[config.mk]
export PLATFORM = sky130hd
export DESIGN_NAME = dcclk_gen
export DESIGN_NICKNAME = d
export VERILOG_FILES = /design/src/rtl/dcclk_pkg.sv /design/src/rtl/dcclk_refs.sv /design/src/rtl/dcclk_counter.sv /design/src/rtl/dcclk_phase.sv /design/src/rtl/dcclk_gen.sv
export SDC_FILE = /design/constraint.sdc
export NUM_CORES = 1
export LEC_CHECK = 0
export BUFFER_PORTS_ARGS = -buffer_cell sky130_fd_sc_hd__buf_4
export CAP_MARGIN = 5
export CORE_ASPECT_RATIO = 1.1
export CORE_MARGIN = 1.5
export CORE_UTILIZATION = 63
export CTS_BUF_LIST = sky130_fd_sc_hd__clkbuf_8
export CTS_CLUSTER_SIZE = 16
export DETAILED_ROUTE_END_ITERATION = 8
export PLACE_DENSITY_LB_ADDON = 0.08
export SLEW_MARGIN = 20
export SYNTH_ARGS = -nofsm -noshare
export SYNTH_HDL_FRONTEND = slang
export SYNTH_SLANG_ARGS = --single-unit
[constraint.sdc]
create_clock -name clk -period 2.55 [get_ports clk]
set_input_delay 0.3825 -clock clk [delete_from_list [all_inputs] [get_ports clk]]
set_output_delay 0.3825 -clock clk [all_outputs]
set_load 0.005 [all_outputs]
[src/rtl/dcclk_pkg.sv]
package dcclk_pkg;

    localparam int DEF_W = 8;

    typedef struct packed {
        logic zero;
        logic hit_hi;
        logic hit_per;
    } tick_t;

    function automatic logic refs_ok(input logic [31:0] hi, input logic [31:0] per);
        return (hi != 32'd0) && (per > hi);
    endfunction

    function automatic logic next_phase(input logic cur, input logic zero, input logic hit_hi);
        return (cur & ~hit_hi) | (~cur & zero);
    endfunction

endpackage

[src/rtl/dcclk_refs.sv]
module dcclk_refs
    import dcclk_pkg::*;
#(
    parameter int W = DEF_W
) (
    input  logic         clk,
    input  logic         rst,
    input  logic         run_en,
    input  logic [W-1:0] hi_in,
    input  logic [W-1:0] per_in,
    output logic [W-1:0] hi_q,
    output logic [W-1:0] per_q,
    output logic         cfg_ok
);

    always_ff @(posedge clk) begin
        if (rst) begin
            hi_q  <= '0;
            per_q <= '0;
        end else if (!run_en) begin
            hi_q  <= hi_in;
            per_q <= per_in;
        end
    end

    always_comb begin
        cfg_ok = refs_ok(32'(hi_q), 32'(per_q));
    end

endmodule

[src/rtl/dcclk_counter.sv]
module dcclk_counter
    import dcclk_pkg::*;
#(
    parameter int W = DEF_W
) (
    input  logic         clk,
    input  logic         rst,
    input  logic         run,
    input  logic [W-1:0] hi_q,
    input  logic [W-1:0] per_q,
    output logic [W-1:0] cnt,
    output tick_t        tick
);

    always_comb begin
        tick.zero    = run && (cnt == '0);
        tick.hit_hi  = run && (cnt == hi_q);
        tick.hit_per = run && (cnt == per_q);
    end

    always_ff @(posedge clk) begin
        if (rst || !run) begin
            cnt <= '0;
        end else if (tick.hit_per) begin
            cnt <= '0;
        end else begin
            cnt <= cnt + W'(1);
        end
    end

endmodule

[src/rtl/dcclk_phase.sv]
module dcclk_phase
    import dcclk_pkg::*;
(
    input  logic clk,
    input  logic rst,
    input  logic run,
    input  logic zero,
    input  logic hit_hi,
    output logic gclk,
    output logic rise
);

    logic phase_q;
    logic gclk_prev;

    always_comb begin
        gclk = run & (phase_q | zero);
        rise = gclk & ~gclk_prev;
    end

    always_ff @(posedge clk) begin
        if (rst || !run) begin
            phase_q   <= 1'b0;
            gclk_prev <= 1'b0;
        end else begin
            phase_q   <= next_phase(phase_q, zero, hit_hi);
            gclk_prev <= gclk;
        end
    end

endmodule

[src/rtl/dcclk_gen.sv]
module dcclk_gen
    import dcclk_pkg::*;
#(
    parameter int W = DEF_W
) (
    input  logic         clk,
    input  logic         rst,
    input  logic         run_en,
    input  logic [W-1:0] hi_ref,
    input  logic [W-1:0] per_ref,
    output logic         gclk_o,
    output logic         rise_o
);

    logic [W-1:0] hi_lat;
    logic [W-1:0] per_lat;
    logic         cfg_ok;
    logic         run;
    logic [W-1:0] cnt;
    tick_t        tick;

    dcclk_refs #(.W(W)) u_refs (
        .clk    (clk),
        .rst    (rst),
        .run_en (run_en),
        .hi_in  (hi_ref),
        .per_in (per_ref),
        .hi_q   (hi_lat),
        .per_q  (per_lat),
        .cfg_ok (cfg_ok)
    );

    always_comb begin
        run = run_en & cfg_ok & ~rst;
    end

    dcclk_counter #(.W(W)) u_cnt (
        .clk   (clk),
        .rst   (rst),
        .run   (run),
        .hi_q  (hi_lat),
        .per_q (per_lat),
        .cnt   (cnt),
        .tick  (tick)
    );

    dcclk_phase u_phase (
        .clk    (clk),
        .rst    (rst),
        .run    (run),
        .zero   (tick.zero),
        .hit_hi (tick.hit_hi),
        .gclk   (gclk_o),
        .rise   (rise_o)
    );

endmodule

==> metrics.cfg <==
[run_status]
status = complete, no violations

[drt]
first_iter_violations = 4
avgRoutedWirePerCell_um = 13.7
detail_route.vias_per_cell = 5.38
totalWireLength_um = 2750
vias = 1082
ant_nets = 0
drc = 0
dr.pass1.iters = 4

[yosys]
ys_warn_count = 0
synth_adder_area_share = 0.0862
synth-simple-area-share = 0.181
synth_area_leaders = dfxtp_1 36%, mux2i_1 11%, xor2_1 11%, ha_1 8.6%, nor2_1 7.2%
synth-compound-area-share = 0.0612
synth_cell_types = 31
synth_seq_area_share = 0.359
synth_top_family_by_area = simple AND/OR/NAND/NOR gates
yosys.area.top_type_share = 0.359
synth_seq_cells = 26
synth_nets = 183
synth-xor-area-share = 0.133
syn_area_um2 = 1450
synthMuxAreaShare = 0.110
synth_cells = 154
syn_area_per_cell_um2 = 9.42
synth_top_area_cell = dfxtp_1

[finish]
drive_above_1_share = 0.211
final_common_cell = nor2_1
finalInstanceArea_um2 = 1650
layout_common_cells = 28 x nor2_1, 26 x dfxtp_1, 21 x buf_4, 18 x xor2_1, 16 x mux2i_1
fin_cells = 201
num_antenna_cells = 0
areaGrowthSynthToFinish_pct = 13.4
utilization = 0.745
fin_nets = 201

[clocking]
cts.clk_slew.worst_paths_ps = 80
cts_inserted_buffers = 3
clk-insertion-delay-late_ps = 270
cts_hold_buf = 0
cts_setup_buffers = 0
clockBufferDepth = 2
clockRootBuffer = clkbuf_8
cts_tree = built
h-tree-depth = 1
clock_sinks = 26
postCtsResizedCells = 0

[placement]
dp_cells = 197
numPortBuffers = 20
pre_cts_ws_ps = 375
dp_hpwl_um = 2240
dpl-instance-area_um2 = 1590
place_congestion = 0.850

[floorplanning]
ios = 21
fp.coreArea_um2 = 2210
rows = 18
fp.dieW_um = 48.8
die_area_um2 = 2600
start_util = 0.658
die_y_um = 53.3

[setup_path]
crit_type = register to primary output
cp.arrival_ps = 2010
critPathLaunchType = register
critical_path_required_ps = 2170
end_kind = primary output
worstPathMaxFanout = 4

[sta]
setup_viol = 0
drv_slew = 0
finalClockSkew_ps = 1.07
final.setup.tns_ps = 0
whs_ps = 337
setup_ws_ps = 157
worst_slew_pin_slew_ps = 474
fin_crit_ps = 2390
max_freq_mhz = 418
maxSlewHeadroom = 0.681
hold_viol = 0
rsz0062_at_grt = false
min_period_over_period = 0.938

[power_and_ir_drop]
intPower_mw = 0.637
p_seq_frac = 0.521
p_leak_nw = 0.773
power_frac_clock = 0.305
netSwitchingFraction = 0.258
power_mw = 0.859
power_switching_mw = 0.222
power_frac_comb = 0.174
ir_drop_mv = 0.488
power.density_nw_per_um2 = 522

[grt]
grt_pass1_vias = 1058
grt_max_degree = 18
grt_overflow = 0
antenna_found_initial = 0
grt_pass1_wl_um = 4800
gr-usage-all-layers = 0.246

[hold_path]
hold_class = input pin to register

[job]
drv_cap = 0

[final timing paths]
kind         depth (start not counted)  slack, ps                           to                   startpoint
min reg2reg                          1        540      u_cnt.cnt[0]$_SDFF_PP0_      u_cnt.cnt[0]$_SDFF_PP0_
max                                  8        160                       gclk_o  u_refs.hi_q[1]$_SDFFE_PP0N_
min                                  3        340  u_refs.hi_q[4]$_SDFFE_PP0N_                    hi_ref[4]
max reg2reg                          7        800      u_cnt.cnt[2]$_SDFF_PP0_  u_refs.hi_q[1]$_SDFFE_PP0N_
[layer usage]
metal	GRT usage	part of all wire	routed length, um	vias to the layer above
li1	-	-	-	546
met1	0.297	0.45	1220	518
met2	0.450	0.52	1420	16
met3	0.0424	0.031	84	2
met4	0.0762	0.0069	19	0
met5	0	0	0	-
[power by group through the flow]
stage	Sequential, mW	Clock (mW)	Combinational (mW)
after floorplan	0.450	0	0.106
after global placement	0.456	0	0.139
after detailed placement	0.457	0	0.147
after CTS	0.448	0.268	0.148
after global routing	0.450	0.279	0.169
final	0.448	0.262	0.149
[flip-flops by register name (all words and copies together), names as in the netlist]
signal and count:
u_phase.gclk_prev 1, u_refs.per_q 8, u_phase.phase_q 1, u_cnt.cnt 8
u_refs.hi_q 8
[logic make-up after synthesis]
logic type,count (synthesis)
buffers and inverters,19
multiplexers,16
AO/OA/AOI/OAI,10
flip-flops,26
AND/OR/NAND/NOR,51
adder cells (fa/ha/maj),10
XOR/XNOR,22
[worst max-delay path, cell delays in order, from the launching register on]
cell and delay (ps):
dfxtp_1 430, inv_1 80, ha_1 310, nor2b_1 140, o211ai_1 190, a21oi_2 110, o21ai_2 240, nor2_1 90
buf_4 160
[final cells by class]
type	count	area, um2
clock buffers	4	55.1
fillers	186	562
inverters	11	41.3
multi-input cells	109	833
flip-flops and latches	26	520
well taps	30	37.5
repair buffers	21	158
[cells in the mapped netlist]
cell type  count
o211ai_1       1
clkbuf_2       1
and3_1         1
or2_2          1
nor2b_1        1
nand2b_4       1
inv_1         10
o211ai_4       1
nand4_1        2
nand3_1        4
mux2i_1       16
buf_6          3
clkbuf_1       1
dfxtp_1       26
nand2_1        3
nor4_1         5
o21ai_0        1
o21ai_2        1
nor4_2         2
a21oi_1        4
xor2_1        18
a31oi_1        1
nor2_1        28
buf_2          2
a211oi_4       1
nor3_2         2
buf_4          1
inv_2          1
ha_1          10
xnor2_1        4
nor3_1         1
Power figures use the tool's default switching activity.
